[src/rtl/pmpc_pkg.sv]
package pmpc_pkg;
  localparam int CFG_W    = 8;
  localparam int PERM_W   = 3;
  localparam int BIT_R    = 0;
  localparam int BIT_W    = 1;
  localparam int BIT_X    = 2;
  localparam int BIT_LOCK = 7;
  localparam int MODE_LO  = 3;
  typedef logic [PERM_W-1:0] perm_t;
  localparam perm_t P_NONE = 3'b000;
  localparam perm_t P_RW   = 3'b011;
  localparam perm_t P_ALL  = 3'b111;
endpackage

[src/rtl/pmpc_perm.sv]
module pmpc_perm (
  input  logic         [7:0] cfg_i,
  input  logic               mmode_i,
  input  logic               mml_i,
  input  logic               rlb_i,
  output pmpc_pkg::perm_t    perm_o
);
  import pmpc_pkg::*;
  logic [3:0] idx;
  logic       locked;
  perm_t      m_tab, u_tab, legacy;

  assign idx    = {cfg_i[BIT_LOCK], cfg_i[BIT_R], cfg_i[BIT_W], cfg_i[BIT_X]};
  assign locked = cfg_i[BIT_LOCK] && !rlb_i;

  always_comb begin
    unique case (idx)
      4'd2, 4'd3, 4'd14: m_tab = P_RW;
      4'd9, 4'd10:       m_tab = 3'b100;
      4'd11, 4'd13:      m_tab = 3'b101;
      4'd12, 4'd15:      m_tab = 3'b001;
      default:           m_tab = P_NONE;
    endcase
  end

  always_comb begin
    unique case (idx)
      4'd1, 4'd10, 4'd11: u_tab = 3'b100;
      4'd2, 4'd4, 4'd15:  u_tab = 3'b001;
      4'd3, 4'd6:         u_tab = P_RW;
      4'd5:               u_tab = 3'b101;
      4'd7:               u_tab = P_ALL;
      default:            u_tab = P_NONE;
    endcase
  end

  assign legacy = (mmode_i && !locked) ? P_ALL : cfg_i[PERM_W-1:0];
  assign perm_o = !mml_i ? legacy : (mmode_i ? m_tab : u_tab);
endmodule

[config.mk]
export PLATFORM = sky130hd
export DESIGN_NAME = pmpc_perm
export DESIGN_NICKNAME = d
export VERILOG_FILES = /design/src/rtl/pmpc_pkg.sv /design/src/rtl/pmpc_perm.sv
export SDC_FILE = /design/constraint.sdc
export NUM_CORES = 1
export LEC_CHECK = 0
export BUFFER_PORTS_ARGS = -buffer_cell sky130_fd_sc_hd__buf_2
export CAP_MARGIN = 40
export CELL_PAD_IN_SITES_DETAIL_PLACEMENT = 2
export CELL_PAD_IN_SITES_GLOBAL_PLACEMENT = 2
export CORE_AREA = 4 4 41 43
export DETAILED_ROUTE_END_ITERATION = 8
export DIE_AREA = 0 0 45 47
export GPL_ROUTABILITY_DRIVEN = 0
export MAX_ROUTING_LAYER = met4
export PLACE_DENSITY = 0.64
export SYNTH_ARGS = -nofsm -noshare
export SYNTH_HDL_FRONTEND = slang
export SYNTH_SLANG_ARGS = --single-unit
export TNS_END_PERCENT = 10
[constraint.sdc]
create_clock -name vclk -period 0.8
set_clock_uncertainty 0.05 [all_clocks]
set_input_delay 0.08 -clock vclk [all_inputs]
set_output_delay 0.08 -clock vclk [all_outputs]
set_load 0.02 [all_outputs]
==> impl_summary.md, run 1 <==
Routing
The post-detailed-route via-to-cell ratio is between 4 and 5. The total via count after detailed routing is approximately 260. The final routed DRC violation total is 0. Before antenna repair, the detailed router went through 2 iterations. The wire length after detailed routing is around 700 um. In the final routed layout, each cell accounts on average for roughly 12 um. In this run the remaining antenna-violating nets after routing total 0. The violation count after the first detailed-routing iteration is 2.

Timing
The worst max-slew margin expressed relative to the limit is around 89%. The clock period minus worst slack is 1.110 ns. The number of failing hold endpoints at the final stage was 0. The measured slew at the worst slew-check pin is 0.1662 ns. Setup repair after global routing could not meet its margin everywhere.

The final max-slew violation count was 0. After routing, the total negative slack on setup checks comes to -0.8705 ns. The worst path uses 138.7% of the clock period. The post-route worst hold slack is ~0.47 ns.

After layout, the worst setup slack is -0.3097 ns. The maximum clock frequency is between 0.9 and 1 GHz. The number of endpoints failing setup at the final stage is 3.

Floorplan
The number of standard-cell rows in the floorplan is 13. The die is 45 um wide. The starting density of the core is around 12%.

The number of primary I/O pins is 14. The floorplan die height is ~47 um. The floorplan die area is 0.002115 mm^2.

The standard cell core area is roughly 0.0013 mm^2.

Synthesis
In this run the biggest area consumer among cell types represents 14.40% of the synthesized area. The per-instance average area after synthesis is 6.517 um^2. The synthesized instance count is 24.

Ranked by total cell area, the synthesized netlist is headed by sky130_fd_sc_hd__and2b_1, sky130_fd_sc_hd__nor2b_1, sky130_fd_sc_hd__nand2_1. The adder-cell share of the synthesized area is 0%. The mapped netlist covers 156.4 um^2. By count the netlist is led by sky130_fd_sc_hd__and2b_1, sky130_fd_sc_hd__nand2_1, sky130_fd_sc_hd__nor2b_1, sky130_fd_sc_hd__o21ai_0.

Yosys printed 0 warnings. The cell type with the highest aggregate area in the netlist is sky130_fd_sc_hd__and2b_1. The number of distinct library cell variants in the gate-level netlist after synthesis is 18. The simple-gate share of the synthesized area is roughly 58%.

Summing the areas of all compound-gate instances in the mapped netlist gives approximately 40% of the synthesized area. After synthesis, flip-flops and latches occupy 0% of the total area. The post-synth net total is 35.

The portion of synthesized area spent on multiplexers is 0%. After synthesis, the largest family of logic cells by area is simple AND/OR/NAND/NOR gates. The xor/xnor share of the synthesized area is 0%.

Power
The leakage component of the power is 0.1712 nW. Across the VDD grid, the largest voltage drop is 0.1536 mV. The total power after layout is 0.0002146 W. The power per cell area is approximately 600 mW/mm^2.

Finish
The area growth from synthesis to layout is 123.2%. The layout has 0 clock buffers. The number of antenna diodes in the final layout is 0.

For this run, the number of standard cells in the final layout without fillers is 57. Across the whole layout, storage elements account for 0 um^2. The number of nets at the end of the flow is 55. The layout cell share with drive strength beyond 1 is 54.76%.

There are 0 flip-flops and latches.

GRT
The overall fraction of global-route tracks in use is 8.448%. The first global-routing pass estimated 1.338 mm of wire. The number of antenna violations at the first check in global routing is 0. The number of global-route vias before repair is about 300. The largest net degree at the start of global routing is 9. The remaining global-route overflow is 0.

Critical path
The kind of cell with the highest combined delay along the critical path is compound AO/OA/AOI/OAI gates. The startpoint type of the worst setup path is an input pin. At the worst endpoint, the required time is 0.67 ns. The path type of the worst setup path is in -> out. The critical path contains buffers and inverters numbering 2 combined.

The highest cell delay on the worst timing path is 0.24 ns. The count of cell instances traversed by the critical path is 5. Data on the critical path arrives at its endpoint at around 1 ns. The slowest stage of the critical path is the sky130_fd_sc_hd__o221a_2 cell. The endpoint kind of the worst setup timing path is a primary output. Traced cell by cell, the critical path runs through buf_12 -> and3b_1 -> o221a_2 -> a211o_1 -> buf_6. The maximum fanout along the worst path is 8.

Place
The worst slack at placement is -0.3966 ns. Input and output buffers added on the ports amount to 10. Including well taps, the total number of placed cells is 57.

Job
The number of maximum-capacitance constraint violations is 0.

Status
The run finished, with violations left. The final reports fail on setup timing.

Min path
The worst hold path passes through 3 cells. The type of the tightest min-delay check is in -> out.

CTS
The buffers inserted during post-CTS setup optimization is 0.
[tightest hold or removal path, delay by kind of cell]
kind | cells | cell delay (ns)
buffers and inverters | 2 | 0.22
AOI/OAI and AO/OA | 1 | 0.13
[report_power, final]
group / internal, W / switching, W
registers: 0 / 0
logic: 0.000125 / 0.0000898
clock network: 0 / 0
[layout by cell type (no fill, tap or decap), drive strengths merged]
cell / synthesis / final
nand2: 3 / 3
o21ai: 2 / 2
nor3: 1 / 1
nor3b: 1 / 1
or3: 1 / 1
a21oi: 1 / 1
o221a: 1 / 1
and3b: 1 / 1
nand2b: 1 / 1
and3: 1 / 1
o311a: 1 / 1
a211o: 1 / 1
inv: 1 / 1
a22oi: 1 / 1
nor2b: 2 / 2
nor2: 1 / 1
buf: 0 / 18
and2b: 3 / 3
o32a: 1 / 1
[worst paths after layout]
kind      from   endpoint
min   cfg_i[1]  perm_o[1]
max   cfg_i[7]  perm_o[1]
[metal layers]
| layer | GRT usage (%) | up-vias | routed length [um] |
|---|---|---|---|
| li1 | - | 128 | - |
| met3 | 0 | 0 | 16 |
| met5 | - | - | 0 |
| met4 | 0 | 0 | 0 |
| met2 | 15.54 | 4 | 393 |
| met1 | 11.01 | 123 | 292 |
[per-stage QoR]
stage / area (um^2) / utilization [%]
2_1_floorplan: 180.2 / -
3_3_place_gp: 309.0 / 23.75
3_5_place_dp: 309.0 / 23.75
4_1_cts: 342.8 / 26.35
5_1_grt: 349.1 / 26.83
6_report: 349.1 / 26.83
[final cells by class]
class / count / area [um^2]
Timing Repair Buffer: 18 / 150.1
Multi-Input combinational cell: 23 / 176.4
Inverter: 1 / 3.754
Fill cell: 165 / 952.2
Tap cell: 15 / 18.77
[what timing repair did]
action,in CTS,in global routing
gates resized for setup,10,4
hold buffers,0,0
pin swaps,1,1
endpoints found under the setup margin,3,3
hold endpoints to repair,0,0
[cells by family after synthesis]
group,count (synthesis)
and+or+nand+nor,15
AOI/OAI and AO/OA,8
buffers and inverters,1
Power figures use the tool's default switching activity.
==> run 2: changes to the inputs <==
--- a/config.mk
+++ b/config.mk
@@ -13,6 +13,7 @@
 export DETAILED_ROUTE_END_ITERATION = 8
 export DIE_AREA = 0 0 45 47
 export GPL_ROUTABILITY_DRIVEN = 0
+export GPL_TIMING_DRIVEN = 0
 export MAX_ROUTING_LAYER = met4
 export PLACE_DENSITY = 0.64
 export SYNTH_ARGS = -nofsm -noshare
==> run 2 against run 1 <==
  * Highest routed layer unchanged
  * First-iteration DRC count stayed put
  * Fmax is 0.33% higher
  * Critical path depth stayed put
  * Final cell count is 14% lower
  * Largest power group unchanged
  * Critical endpoint unchanged
  * The flow still finishes with violations (setup timing)
==> impl_summary.md, run 2 (same netlist as run 1, synthesis figures left out) <==
Timing
The slack of the critical path is -0.3061 ns. The measured slew at the worst slew-check pin is 0.2100 ns. The number of endpoints failing setup at the final stage is 3. The clock period minus worst slack is between 1 and 1.5 ns.

After layout, the worst path uses 138.3% of the clock period. Setup repair after global routing could not meet its margin everywhere. In this run the tightest slew margin relative to its limit is 85.85%. The number of failing hold endpoints at the final stage came to 0. The maximum clock frequency is 0.9041 GHz. The post-route worst hold slack is 0.4939 ns. The final max-slew violation count is 0.

Critical path
The number of buffer and inverter instances along the worst setup path is 2. The endpoint kind of the worst setup timing path is a primary output. Of all nets on the critical path, the largest fanout is 10. The highest cell delay on the worst timing path is around 0.24 ns. The slowest stage of the critical path belongs to the cell sky130_fd_sc_hd__o221a_2.

The startpoint type of the worst setup path is an input pin. The critical path starts at cfg_i[7]. The path type of the worst setup path is in -> out. The kind of cell with the highest combined delay on the critical path is compound AO/OA/AOI/OAI gates. Data on the critical path is required at its endpoint by 0.67 ns.

The critical path arrival is 0.98 ns. The signal on the critical path passes through buf_12 -> and3b_1 -> o221a_2 -> a211o_1 -> buf_6.

Routing
In the routed layout, each cell is associated on average with a via count of 4.673. The violation count after the first detailed-routing iteration is 2. The total via count after detailed routing is 229. Before antenna repair, the detailed router went through 2 iterations.

The final routed DRC violation total is 0. The final layout contains routed wiring with a total length of 627 um. After detailed routing, the average wire length per cell comes to roughly 13 um. In this run the remaining antenna-violating nets after routing total 0.

Finish
For this run, the share of the core covered by cells in the final layout is 22.21%. In the layout the commonest cells are sky130_fd_sc_hd__buf_2, sky130_fd_sc_hd__buf_6, sky130_fd_sc_hd__nand2_1, sky130_fd_sc_hd__and2b_1. The final layout contains 47 nets. Leaving out filler cells and counting taps, the final layout contains 49. With fillers left out, the area of the finished cells amounts to 289.0 um^2. 0 antenna diodes ended up in the layout.

The area of all sequential standard cells is 0 um^2. Leaving out fill and tap cells, the most frequent cell in the layout is sky130_fd_sc_hd__buf_2. The design has 0 sequential cells. The growth of design area from synthesis to finish is 84.80%. Cells with a size suffix above 1 make up between 40% and 50% of the layout.

The layout has 0 clock buffers.

GRT
The overall fraction of global-route tracks in use is 6.418%. The remaining global-route overflow is 0. The wire length of the first global-routing pass is 1.035 mm. The number of global-route vias before repair came to between 200 and 250.

The number of antenna violations at the first check in global routing is 0. Entering global routing, the biggest net connects 11 pins.

Min path
The hold path startpoint is cfg_i[1]. The type of the tightest min-delay check is in -> out.

Place
The count of buffers inserted at the top-level ports is 10. The number of cells after detailed placement is 49. In this run the cell area measured after placement is 249.0 um^2.

Floorplan
The die is 47 um tall. The floorplan die area is 0.002115 mm^2. The initialized floorplan defines 13 standard-cell rows. The standard cell core area is 0.001301 mm^2. 14 I/O pins were placed. The die extent in x is 45 um. The starting density of the core is between 10% and 20%.

Status
The flow ran to the end, but the final reports show violations. The checks that failed: setup timing.

Power
The worst voltage drop across the vdd grid is 0.1253 mV. The power per cell area is 620.8 mW/mm^2. The leakage component of the power is 0.1341 nW.

Job
Max-cap violations in this run came to 0.

CTS
The number of setup buffers added after CTS is 0.
[run 2: path summary, 6_finish.rpt]
path              cells past startpoint         to
hold / removal                        3  perm_o[1]
setup / recovery                      5  perm_o[1]
[run 2: cell type report]
cell class / count / area (um^2)
tap: 15 / 18.77
fill: 165 / 1012
timing repair buffer: 10 / 90.09
multi-input combinational: 23 / 176.4
inverter: 1 / 3.754
[run 2: where the power goes]
| part | leakage, nW | internal [W] | switching (W) |
|---|---|---|---|
| sequential | 0 | 0 | 0 |
| combinational | 0.134 | 0.0000974 | 0.0000820 |
| clock | 0 | 0 | 0 |
| total | 0.134 | 0.0000974 | 0.0000820 |
[run 2: through the flow]
step	setup slack [ns]	power, W	setup TNS, ns
4_1_cts	-0.3047	0.0001795	-0.8885
5_1_grt	-0.3427	0.0001939	-0.9877
2_1_floorplan	-0.09715	0.00008958	-0.2605
3_5_place_dp	-0.4132	0.0001503	-1.140
6_report	-0.3061	0.0001794	-0.8796
3_3_place_gp	-0.4045	0.0001494	-1.108
[run 2: layer usage]
layer  vias up  track usage [%]  share of wire [%]  wire length [um]
met5         -                -                  0                 0
met4         0                0                  0                 0
met3         0                0                2.1                13
met2         4            11.86                 55               344
met1       111            8.315                 43               269
li1        114                -                  -                 -
[run 2: timing repair]
item                                    4_1_cts  5_1_grt
hold endpoints to repair                      0        0
endpoints found under the setup margin        3        3
resized for setup                            11        1
hold buffers                                  0        0
pin swaps                                     1        0
[run 2: worst min-delay path, cell delays in order]
cell and delay, ns:
sky130_fd_sc_hd__buf_2 0.13, sky130_fd_sc_hd__a211o_1 0.14, sky130_fd_sc_hd__buf_6 0.11
==> run 3: changes to the inputs <==
==> config.mk (replaced) <==
export PLATFORM = sky130hd
export DESIGN_NAME = pmpc_perm
export DESIGN_NICKNAME = d
export VERILOG_FILES = /design/src/rtl/pmpc_pkg.sv /design/src/rtl/pmpc_perm.sv
export SDC_FILE = /design/constraint.sdc
export NUM_CORES = 1
export LEC_CHECK = 0
export ABC_AREA = 1
export BUFFER_PORTS_ARGS = -buffer_cell sky130_fd_sc_hd__clkbuf_2
export CAP_MARGIN = 40
export CELL_PAD_IN_SITES_DETAIL_PLACEMENT = 2
export CELL_PAD_IN_SITES_GLOBAL_PLACEMENT = 2
export CORE_MARGIN = 4
export CORE_UTILIZATION = 15
export DETAILED_ROUTE_END_ITERATION = 8
export GPL_ROUTABILITY_DRIVEN = 0
export GPL_TIMING_DRIVEN = 0
export MAX_ROUTING_LAYER = met4
export PLACE_DENSITY = 0.81
export SYNTH_ARGS = -nofsm -noshare
export SYNTH_HDL_FRONTEND = slang
export SYNTH_SLANG_ARGS = --single-unit
export TNS_END_PERCENT = 10
==> run 3 against run 2 <==
  * The flow still finishes with violations (setup timing)
  * Final area grew 88%
  * Fmax grew 19%
  * Core utilization grew 24 points
  * Final cell count grew 51%
  * Sequential share of layout area is the same
  * Die area shrank 5.3%
  * Synthesized cell count grew 100%
  * First-iteration DRC count shrank 50%
  * Sequential cell count is the same
  * Setup slack gained 0.17 ns
  * Critical path type unchanged
  * Largest cell class unchanged
==> impl_summary.md, run 3 <==
Status
The run finished, with violations left. The final reports fail on setup timing.

Timing
The slack of the critical path is -0.1314 ns. Setup violations remaining at the end of the flow were counted as 3. The measured slew at the worst slew-check pin is roughly 0.15 ns. Headroom to the max-slew limit came out at 89.77%. Derived from the worst setup path, the maximum achievable clock frequency is around 1.1 GHz. After layout, the worst path uses 116.4% of the clock period. The clock period minus worst slack is 0.9314 ns. The final max-slew violation count is 0.

Setup repair after global routing could not meet its margin everywhere. The number of failing hold endpoints at the final stage is 0.

Routing
For this block, the initial DRC count from the detailed router was 1. The number of routed nets with antenna violations is 0. In the final routed layout, each cell accounts on average for 15.07 um. The total via count after detailed routing is 346. The first TritonRoute pass finished after 2 iterations. Wires add up to 1.115 mm. The post-detailed-route via-to-cell ratio is 4.676.

After detailed routing, the number of remaining DRC violations is 0.

Power
Summed over all cells, the static leakage comes to 0.2595 nW. In this run, flip-flops and latches consume 0% of the power. The internal portion of the total power is 0.0001492 W.

Of the total power, the share spent switching nets is 53.57%. The analysis attributes to net switching a power of 0.0001722 W. The power per cell area is 591.8 mW/mm^2. VDD sags by at most about 0.22 mV. Of the total power, combinational logic draws 100.0%. The clock network is responsible for 0% of the overall power.

Synthesis
Synthesis produced just under 50 cells. The yosys synthesis warning count is 0. The synthesized netlist devotes 9.259% of its cell area to compound gates. The synthesized netlist devotes between 70 and 80% of its cell area to simple gates. After synthesis, the cell types taking the most area are sky130_fd_sc_hd__nand2_1, sky130_fd_sc_hd__nor2_1, sky130_fd_sc_hd__nand3_1.

Sorting the synthesized cells by how often they occur yields sky130_fd_sc_hd__nand2_1, sky130_fd_sc_hd__nor2_1, sky130_fd_sc_hd__nand3_1, sky130_fd_sc_hd__inv_1, sky130_fd_sc_hd__inv_2. The adder-cell share of the synthesized area is 0%. The most common cell in the synthesized netlist is sky130_fd_sc_hd__nand2_1. Counting distinct cell types in the post-synthesis netlist gives 10.

The cell type with the highest aggregate area in the netlist is sky130_fd_sc_hd__nand2_1. The sequential element share of the synthesized area is 0%. The synthesized netlist devotes 0% of its cell area to XOR and XNOR gates. The share of synthesized area in the top cell type comes to between 30% and 40%. The dominant combinational cell family by area after synthesis is simple AND/OR/NAND/NOR gates. Measured against the total synthesized area, the mux share comes to 0%. Summing every instance area after synthesis gives 202.7 um^2.

The post-synth net total is 60. The per-instance average area after synthesis is between 4 and 5 um^2.

Min path
The hold path startpoint is mml_i. The number of cells on the worst hold path is 4. For hold timing, the worst endpoint is perm_o[1]. The type of the tightest min-delay check is in -> out.

Place
The count of buffers inserted at the top-level ports is 10. The worst slack at placement is -0.2110 ns. Summed over all nets, the half-perimeter wirelength after detailed placement is 700.6 um.

Floorplan
In this run the standard cell core region covers 0.001186 mm^2. The initialized floorplan defines 12 standard-cell rows. The initial utilization of the core area, before any placement, comes to 17.09%.

The floorplan die height is ~45 um. The die covers between 0.002 and 0.0025 mm^2. The die extent in x is 44.76 um.

The number of primary I/O pins is 14.

Finish
The area of all sequential standard cells is 0 um^2. The layout cell share with drive strength beyond 1 is 73.33%. The clock buffers instantiated in the layout total 0.

After filler insertion, the fill cell instance count of the layout stands at 133. Once layout is complete, the utilization of the core stands at 45.78%. The multi-input combinational cells in the finished layout cover a total of 287.8 um^2. There are 0 flip-flops and latches.

The number of inserted diodes is 0. The number of nets at the end of the flow is 73. The top cell types in the final layout, fill and taps aside, are sky130_fd_sc_hd__nand2_2, sky130_fd_sc_hd__nand2_1, sky130_fd_sc_hd__nand3_2, sky130_fd_sc_hd__nor2_1. The growth of design area from synthesis to finish is 167.9%.

GRT
The number of global-route vias before repair is 357. The global routing stage identified its most utilized layer as met2. Summed over all layers, the global routing overflow is 0. The first global-routing pass estimated 1.752 mm of wire. Global routing consumed, on the met1 layer, between 10% and 20% of the routing resources. Global routing consumed, over all layers together, approximately 12% of the routing resources. In the global route stage, met3 resource usage came out at 0%. The number of antenna violations at the first check in global routing is 0. Global routing consumed, on the met2 layer, 23.50% of the routing resources. Entering global routing, the biggest net connects 8 pins.

CTS
Hold repair after CTS inserted 0 buffers.

Critical path
The most critical setup path has its startpoint at cfg_i[0]. The signal on the critical path passes through clkbuf_16 -> clkinv_8 -> nand2_2 -> nand2_2 -> inv_2 -> nor2_2 -> nor2_2 -> nor2_2 -> clkbuf_8. STA puts the critical path data required time at 0.67 ns. The worst setup path is captured at a primary output. The startpoint type of the worst setup path is an input pin.

The number of buffers and inverters on the critical path is 4. The kind of cell with the highest combined delay on the critical path is buffers and inverters. In this run the worst path has a maximum fanout of 7. Data arrives at the worst endpoint at about 0.80 ns. The slowest stage of the critical path belongs to the cell sky130_fd_sc_hd__clkbuf_16.

For this run, the slowest stage of the critical path takes 0.15 ns. The path type of the worst setup path is in -> out. The cell occurring most often along the worst timing path is sky130_fd_sc_hd__nor2_2.

Job
Across the run, the number of max-cap violations was 0.
-- run 3: changes by cell type after synthesis, moves of 2 or more --
cell	delta
sky130_fd_sc_hd__nand2_1	+15
sky130_fd_sc_hd__nor2_1	+9
sky130_fd_sc_hd__nand3_1	+7
sky130_fd_sc_hd__inv_1	+4
sky130_fd_sc_hd__inv_2	+4
sky130_fd_sc_hd__and2b_1	-3
sky130_fd_sc_hd__nor2b_1	-2
-- run 3: metrics by stage --
step	setup TNS [ns]	cell area (um^2)	hold WS, ns	power (W)	std cells
3_3_place_gp	-0.5004	272.8	0.5138	0.0001594	73
4_1_cts	-0.3584	456.7	0.5131	0.0002673	74
3_5_place_dp	-0.5870	272.8	0.5300	0.0001653	73
2_1_floorplan	0	205.2	0.2919	0.00009646	49
5_1_grt	-0.5399	543.0	0.5249	0.0003490	74
6_report	-0.3534	543.0	0.4949	0.0003214	74
-- run 3: final cells by class --
cell class | instances | area share (%)
multi-input cells | 39 | 53.00
repair buffers | 11 | 30.88
inverters | 10 | 12.90
well taps | 14 | 3.226
-- run 3: per-layer routing --
| layer | share of wire [%] | wire (um) |
|---|---|---|
| met1 | 42 | 470 |
| met2 | 55 | 611 |
| met3 | 3.0 | 33 |
| met4 | 0 | 0 |
| met5 | 0 | 0 |
-- run 3: tightest hold or removal path: cells and delay by family --
| kind | cells | cell delay, ns |
|---|---|---|
| simple gates | 2 | 0.14 |
| buf+inv | 2 | 0.24 |
-- run 3: cell families (layout without fill, tap and decap cells) --
logic type / after synthesis / in the layout
AND/OR/NAND/NOR: 36 / 36
buffers and inverters: 10 / 21
AO/OA/AOI/OAI: 3 / 3
-- run 3: what timing repair did --
| item | 4_1_cts | 5_1_grt |
|---|---|---|
| endpoints found under the hold margin | 0 | 0 |
| gates resized for setup | 41 | 24 |
| setup endpoints to repair | 3 | 3 |
| buffers inserted | 1 | 0 |
| pin swaps | 9 | 13 |
-- run 3: worst max-delay path by stage --
stage / to / slack [ns] / cells past startpoint
floorplan: perm_o[0] / 0.04 / 5
global placement: perm_o[2] / -0.18 / 9
detailed placement: perm_o[2] / -0.21 / 9
CTS: perm_o[0] / -0.12 / 7
global route: perm_o[0] / -0.21 / 8
finish: perm_o[2] / -0.13 / 9
-- run 3: power groups by stage --
stage	registers [W]	logic, W	clock network (W)
2_1_floorplan	0	0.0000965	0
3_3_place_gp	0	0.000159	0
3_5_place_dp	0	0.000165	0
4_1_cts	0	0.000267	0
5_1_grt	0	0.000349	0
6_report	0	0.000321	0
